$ cat config.mk
export PLATFORM = sky130hd
export DESIGN_NAME = sbm_top
export DESIGN_NICKNAME = d
export VERILOG_FILES = /design/src/rtl/sbm_pkg.sv /design/src/rtl/sbm_clkgen.sv /design/src/rtl/sbm_shifter.sv /design/src/rtl/sbm_regs.sv /design/src/rtl/sbm_top.sv
export SDC_FILE = /design/constraint.sdc
export NUM_CORES = 1
export LEC_CHECK = 0
export BUFFER_PORTS_ARGS = -buffer_cell sky130_fd_sc_hd__buf_2
export CAP_MARGIN = 20
export CELL_PAD_IN_SITES_DETAIL_PLACEMENT = 0
export CELL_PAD_IN_SITES_GLOBAL_PLACEMENT = 1
export CORE_MARGIN = 5
export CORE_UTILIZATION = 39
export DETAILED_ROUTE_END_ITERATION = 8
export HOLD_SLACK_MARGIN = 0.03
export PLACE_DENSITY_LB_ADDON = 0.1
export SYNTH_ARGS = -nofsm -noshare
export SYNTH_HDL_FRONTEND = slang
export SYNTH_HIERARCHICAL = 1
export SYNTH_SLANG_ARGS = --single-unit
$ cat constraint.sdc
create_clock -name clk -period 2.9 [get_ports clk]
set_input_delay 0.145 -clock clk [delete_from_list [all_inputs] [get_ports clk]]
set_output_delay 0.145 -clock clk [all_outputs]
set_load 0.05 [all_outputs]
$ cat src/rtl/sbm_pkg.sv
// Package: register addresses and control-word bit positions shared by the
// SPI byte master. The control bit positions are fixed because host
// software decodes them.
package sbm_pkg;
    localparam int REG_W     = 16;
    localparam int BYTE_W    = 8;
    localparam int NUM_SLV   = 2;
    localparam int CB_SEL0   = 0;
    localparam int CB_SEL1   = 1;
    localparam int CB_DIR    = 2;
    localparam int CB_DONE   = 3;
    localparam int CB_GO     = 4;
    localparam int CB_LOADED = 5;
    localparam logic ADDR_DATA = 1'b0;
    localparam logic ADDR_CTRL = 1'b1;
endpackage

$ cat src/rtl/sbm_clkgen.sv
// Half-period tick generator. Assumes en is held high for the whole
// transfer. Emits one tick every HALF_DIV cycles while enabled and restarts
// from zero whenever en is low.
module sbm_clkgen #(
    parameter int HALF_DIV = 2
) (
    input  logic clk,
    input  logic rst_n,
    input  logic en,
    output logic tick
);
    localparam int CW = (HALF_DIV > 1) ? $clog2(HALF_DIV) : 1;
    localparam logic [CW-1:0] LAST = CW'(HALF_DIV - 1);

    logic [CW-1:0] cnt_q;

    assign tick = en && (cnt_q == LAST);

    // Count system cycles within one SCLK half period.
    always_ff @(posedge clk) begin
        if (!rst_n || !en || tick) cnt_q <= '0;
        else                       cnt_q <= cnt_q + 1'b1;
    end
endmodule

$ cat src/rtl/sbm_shifter.sv
// Mode-0 byte shifter. On start it loads the transmit byte (zeros in read
// mode) and produces BYTE_W SCLK pulses, one per half-period tick pair.
// It samples miso on rising edges and advances mosi on falling edges.
// finish pulses for one cycle after the last falling edge.
module sbm_shifter #(
    parameter int BYTE_W = 8
) (
    input  logic              clk,
    input  logic              rst_n,
    input  logic              start,
    input  logic              rd_mode,
    input  logic [BYTE_W-1:0] tx_byte,
    input  logic              tick,
    input  logic              miso,
    output logic              busy,
    output logic              sclk,
    output logic              mosi,
    output logic [BYTE_W-1:0] rx_byte,
    output logic              finish,
    output logic              rx_load
);
    localparam int BW = $clog2(BYTE_W);
    localparam logic [BW-1:0] LAST_BIT = BW'(BYTE_W - 1);

    logic [BYTE_W-1:0] tx_q, rx_q;
    logic [BW-1:0]     bit_q;
    logic              busy_q, sclk_q, mode_q, fin_q;

    assign busy    = busy_q;
    assign sclk    = sclk_q;
    assign mosi    = busy_q && tx_q[BYTE_W-1];
    assign rx_byte = rx_q;
    assign finish  = fin_q;
    assign rx_load = fin_q && mode_q;

    // Transfer sequencing: load, toggle SCLK on ticks, shift data.
    always_ff @(posedge clk) begin
        if (!rst_n) begin
            tx_q   <= '0;
            rx_q   <= '0;
            bit_q  <= '0;
            busy_q <= 1'b0;
            sclk_q <= 1'b0;
            mode_q <= 1'b0;
            fin_q  <= 1'b0;
        end else begin
            fin_q <= 1'b0;
            if (start && !busy_q) begin
                tx_q   <= rd_mode ? '0 : tx_byte;
                bit_q  <= '0;
                busy_q <= 1'b1;
                sclk_q <= 1'b0;
                mode_q <= rd_mode;
            end else if (busy_q && tick) begin
                if (!sclk_q) begin
                    sclk_q <= 1'b1;
                    rx_q   <= {rx_q[BYTE_W-2:0], miso};
                end else begin
                    sclk_q <= 1'b0;
                    tx_q   <= {tx_q[BYTE_W-2:0], 1'b0};
                    if (bit_q == LAST_BIT) begin
                        busy_q <= 1'b0;
                        fin_q  <= 1'b1;
                    end else begin
                        bit_q <= bit_q + 1'b1;
                    end
                end
            end
        end
    end
endmodule

$ cat src/rtl/sbm_regs.sv
// Host register file and load/loaded/done handshake. Assumes one bus
// access per cycle and combinational read data. A request is accepted only
// when the shifter is idle, loaded is clear and no earlier byte still
// awaits its done report.
module sbm_regs
    import sbm_pkg::*;
(
    input  logic              clk,
    input  logic              rst_n,
    input  logic              bus_addr,
    input  logic              bus_wr,
    input  logic [REG_W-1:0]  bus_wdata,
    output logic [REG_W-1:0]  bus_rdata,
    input  logic              busy,
    input  logic              rx_load,
    input  logic [BYTE_W-1:0] rx_byte,
    output logic              start,
    output logic              rd_mode,
    output logic [BYTE_W-1:0] tx_byte,
    output logic [NUM_SLV-1:0] sel,
    output logic              go,
    output logic              loaded,
    output logic              done
);
    logic [REG_W-1:0]   data_q;
    logic [NUM_SLV-1:0] sel_q;
    logic               dir_q, go_q, loaded_q, done_q, pend_q;
    logic               ctl_wr, dat_wr;

    assign ctl_wr  = bus_wr && (bus_addr == ADDR_CTRL);
    assign dat_wr  = bus_wr && (bus_addr == ADDR_DATA);
    assign start   = go_q && !loaded_q && !busy && !pend_q;
    assign rd_mode = dir_q;
    assign tx_byte = data_q[BYTE_W-1:0];
    assign sel     = sel_q;
    assign go      = go_q;
    assign loaded  = loaded_q;
    assign done    = done_q;

    // Writable control fields.
    always_ff @(posedge clk) begin
        if (!rst_n) begin
            sel_q <= '0;
            dir_q <= 1'b0;
            go_q  <= 1'b0;
        end else if (ctl_wr) begin
            sel_q <= bus_wdata[CB_SEL1:CB_SEL0];
            dir_q <= bus_wdata[CB_DIR];
            go_q  <= bus_wdata[CB_GO];
        end
    end

    // Data register: a received byte has priority over a host write.
    always_ff @(posedge clk) begin
        if (!rst_n)       data_q <= '0;
        else if (rx_load) data_q <= {{(REG_W-BYTE_W){1'b0}}, rx_byte};
        else if (dat_wr)  data_q <= bus_wdata;
    end

    // Handshake flags: loaded on accept, done after shift and withdrawal.
    always_ff @(posedge clk) begin
        if (!rst_n) begin
            loaded_q <= 1'b0;
            done_q   <= 1'b0;
            pend_q   <= 1'b0;
        end else if (start) begin
            loaded_q <= 1'b1;
            done_q   <= 1'b0;
            pend_q   <= 1'b1;
        end else begin
            if (loaded_q && !go_q) loaded_q <= 1'b0;
            if (pend_q && !busy && !loaded_q) begin
                done_q <= 1'b1;
                pend_q <= 1'b0;
            end
        end
    end

    // Read mux.
    always_comb begin
        bus_rdata = '0;
        if (bus_addr == ADDR_DATA) begin
            bus_rdata = data_q;
        end else begin
            bus_rdata[CB_SEL1:CB_SEL0] = sel_q;
            bus_rdata[CB_DIR]          = dir_q;
            bus_rdata[CB_DONE]         = done_q;
            bus_rdata[CB_GO]           = go_q;
            bus_rdata[CB_LOADED]       = loaded_q;
        end
    end
endmodule

$ cat src/rtl/sbm_top.sv
// Top of the SPI byte master: register file, half-period tick generator
// and mode-0 shifter. Chip-selects follow the select bits directly.
module sbm_top
    import sbm_pkg::*;
#(
    parameter int HALF_DIV = 2
) (
    input  logic              clk,
    input  logic              rst_n,
    input  logic              bus_addr,
    input  logic              bus_wr,
    input  logic [15:0]       bus_wdata,
    output logic [15:0]       bus_rdata,
    output logic              sclk,
    output logic              mosi,
    input  logic              miso,
    output logic [1:0]        cs_n
);
    logic              start, rd_mode, shift_busy, tick, fin, rx_load;
    logic              go_bit, loaded_bit, done_bit;
    logic [BYTE_W-1:0] tx_byte, rx_byte;
    logic [NUM_SLV-1:0] sel;

    sbm_regs u_regs (
        .clk(clk), .rst_n(rst_n), .bus_addr(bus_addr), .bus_wr(bus_wr),
        .bus_wdata(bus_wdata), .bus_rdata(bus_rdata), .busy(shift_busy),
        .rx_load(rx_load), .rx_byte(rx_byte), .start(start),
        .rd_mode(rd_mode), .tx_byte(tx_byte), .sel(sel), .go(go_bit),
        .loaded(loaded_bit), .done(done_bit)
    );

    sbm_clkgen #(.HALF_DIV(HALF_DIV)) u_clk (
        .clk(clk), .rst_n(rst_n), .en(shift_busy), .tick(tick)
    );

    sbm_shifter #(.BYTE_W(BYTE_W)) u_shift (
        .clk(clk), .rst_n(rst_n), .start(start), .rd_mode(rd_mode),
        .tx_byte(tx_byte), .tick(tick), .miso(miso), .busy(shift_busy),
        .sclk(sclk), .mosi(mosi), .rx_byte(rx_byte), .finish(fin),
        .rx_load(rx_load)
    );

    // Active-low select per slave.
    genvar gi;
    generate
        for (gi = 0; gi < NUM_SLV; gi++) begin : g_cs
            assign cs_n[gi] = ~sel[gi];
        end
    endgenerate
endmodule

==> out/summary.txt <==
Worst Setup Start Kind: register
Async set or reset register ratio after synthesis: 0
Syn Std Cell Area: 0.00218 mm²
Final WL: 4.75 mm
Vias in the first global route: 1725
Synthesized netlist net count: 275
Critical Path Fanout Max: 13
Final Max Tran Viols: 0
Hold buffers post-CTS: 0
Path type of the worst min-delay path: primary input to register
Largest net degree at the start of global routing: 39
Die height: 84.8 µm
ANT cells: 0
CTS tree: done
Commonest cells after routing, fill and taps aside: nand2_1, dfxtp_1, buf_2
Gr usage total: 0.139
H-tree depth: 2
DRT iter0 DRCs: 102
Final period util: 0.577
TritonCTS Buffers: 5
WL per Instance: 13.6 µm
CTS root buf: clkbuf_8
Post-route setup TNS: 0 ps
Status: completed
#FFs+latches synth: 47
Cell Rows: 27
Minimum clock period: 1670 ps
Critical path capture point type: register
Grt ovf: 0
Max Cap Viol: 0
Fmax: 0.598 GHz
Slew @ Worst Pin: 675 ps
CTS sink cnt: 47
Die area: 0.00718 mm²
Placed Area: 0.00230 mm²
Via count: 1711
Clk_skew: 9.48 ps
Design area: 0.00240 mm²
Initial antenna violation count: 0
Critical path's largest stage delay: 550 ps
Hold Fails Final Rpt: 0
Average size of a mapped cell: 8.65 µm²
Sequential area share after synthesis: 0.432
EDFF count, synth: 0
Nets: 299
Worst skew pair latency: 300 ps
GP Congestion: 0.743
CP max stage cell: dfxtp_1
Drt first pass iters: 4
Die width: 84.8 µm
First-pass GRT wire length: 8.08 mm
Core area: 0.00547 mm²
Clk pin slew, worst setup/hold paths: 80 ps
Synthesis-to-layout area growth: 9.99%
Post_cts resized: 0
Crit-path cells: and2_2 -> nand3b_1 -> mux2i_1 -> nor2b_1
Dpl hpwl: 3.32 mm
P per Cell Area: 523 mW/mm²
Detail Route Antenna Nets: 0
Largest buffer count on any clock path: 2
DRC viols: 0
Filler cells: 606
Slew headroom: 0.550
Worst EP required: 3090 ps
Leakage: 1.04 nW
Share of layout cells above drive strength 1: 0.213
Post-CTS Setup Repair Bufs: 0
Initial core utilization: 0.398
Setup repair after global routing missed its margin: no
Most common cell after layout, fill and taps aside: nand2_1
Worst Path Arrival: 1870 ps
Syn. warnings: 6
Setup violators final: 0
Netlist cell types: 32
WS Path Type: register to register
Count of buffers from port buffering: 40
DR vias/cell: 4.90
Main synth FF type: dfxtp_1
Maximum VDD drop: 283 µV
IO Count: 41
Post-Syn Instances: 252
==> per-stage QoR <==
| step | hold WS, ps | total power [W] | util | cells | setup WS (ps) |
|---|---|---|---|---|---|
| global route | 70.8 | 0.00131 | 0.438 | 349 | 1090 |
| global placement | 390 | 0.000835 | 0.420 | 341 | 1290 |
| finish | 76.0 | 0.00125 | 0.438 | 349 | 1230 |
| floorplan | 281 | 0.000806 | - | 252 | 1540 |
| CTS | 66.5 | 0.00127 | 0.438 | 349 | 1230 |
| detailed placement | 393 | 0.000834 | 0.420 | 341 | 1250 |
==> cell usage after synthesis, drive strengths merged (2+ instances only) <==
| master | n | area, µm² |
|---|---|---|
| nand2b | 2 | 20.0 |
| o21ai | 17 | 92.6 |
| buf | 18 | 154 |
| dfxtp | 47 | 941 |
| nand3b | 2 | 15.0 |
| mux2i | 12 | 120 |
| nand2 | 57 | 216 |
| nor2 | 5 | 18.8 |
| mux2 | 6 | 67.6 |
| clkbuf | 5 | 18.8 |
| inv | 4 | 15.0 |
| a21boi | 7 | 52.6 |
| a21oi | 10 | 50.1 |
| a31oi | 16 | 100 |
| and2 | 3 | 20.0 |
| ha | 2 | 25.0 |
| nor2b | 27 | 169 |
| nand3 | 5 | 25.0 |
==> power breakdown <==
group	internal (W)	switching [W]
Combinational	0.0000476	0.0000878
Clock	0.000218	0.000218
Sequential	0.000666	0.0000160
Total	0.000931	0.000322
==> worst max-delay path, delay by kind of cell, from the launching register on <==
kind          cells  cell delay (ps)
simple gates      3              700
mux               1              310
flops             1              550
==> flip-flops by register name, indices dropped and copies added (netlist names) <==
signal           count
u_regs/data_q       16
u_shift/rx_byte      8
u_shift/tx_q         8
u_shift/bit_q        3
u_regs/sel           2
u_clk/cnt_q          1
u_regs/done          1
u_regs/go            1
u_regs/loaded        1
u_regs/pend_q        1
u_regs/rd_mode       1
u_shift/busy         1
u_shift/finish       1
u_shift/mode_q       1
u_shift/sclk         1
==> kinds of logic (layout without fill, tap and decap cells) <==
kind of cell	count (synthesis)	count (layout)	share of synthesized area
AOI/OAI and AO/OA	51	51	0.139
and+or+nand+nor	106	106	0.241
muxes	18	18	0.0861
xor gates and xnor gates	1	1	0.00402
buffers and inverters	27	52	0.0861
DFF	47	47	0.432
adders and majority gates	2	2	0.0115
==> per-layer routing <==
layer / track usage / wire length (µm)
met1: 0.176 / 2350
met2: 0.227 / 2140
met3: 0.0383 / 193
met4: 0.0475 / 63
met5: 0 / 0
==> path summary, 6_finish.rpt <==
path              slack (ps)                 end        startpoint  cells after the start
setup / recovery        1230  u_shift/rx_byte[4]      u_shift/busy                      4
hold / removal            80   u_regs/data_q[13]     bus_wdata[13]                      3
setup reg to reg        1230  u_shift/rx_byte[4]      u_shift/busy                      4
hold reg to reg          450    u_regs/data_q[8]  u_regs/data_q[8]                      2
==> layout make-up <==
type / instances / area [µm²] / share of cell area
Clock buffer: 8 / 100 / 0.0418
Inverter: 4 / 15.0 / 0.00626
Multi-Input combinational cell: 178 / 1050 / 0.438
Sequential cell: 47 / 941 / 0.392
Tap cell: 72 / 90.1 / 0.0376
Timing Repair Buffer: 40 / 200 / 0.0835
Power figures use the tool's default switching activity.
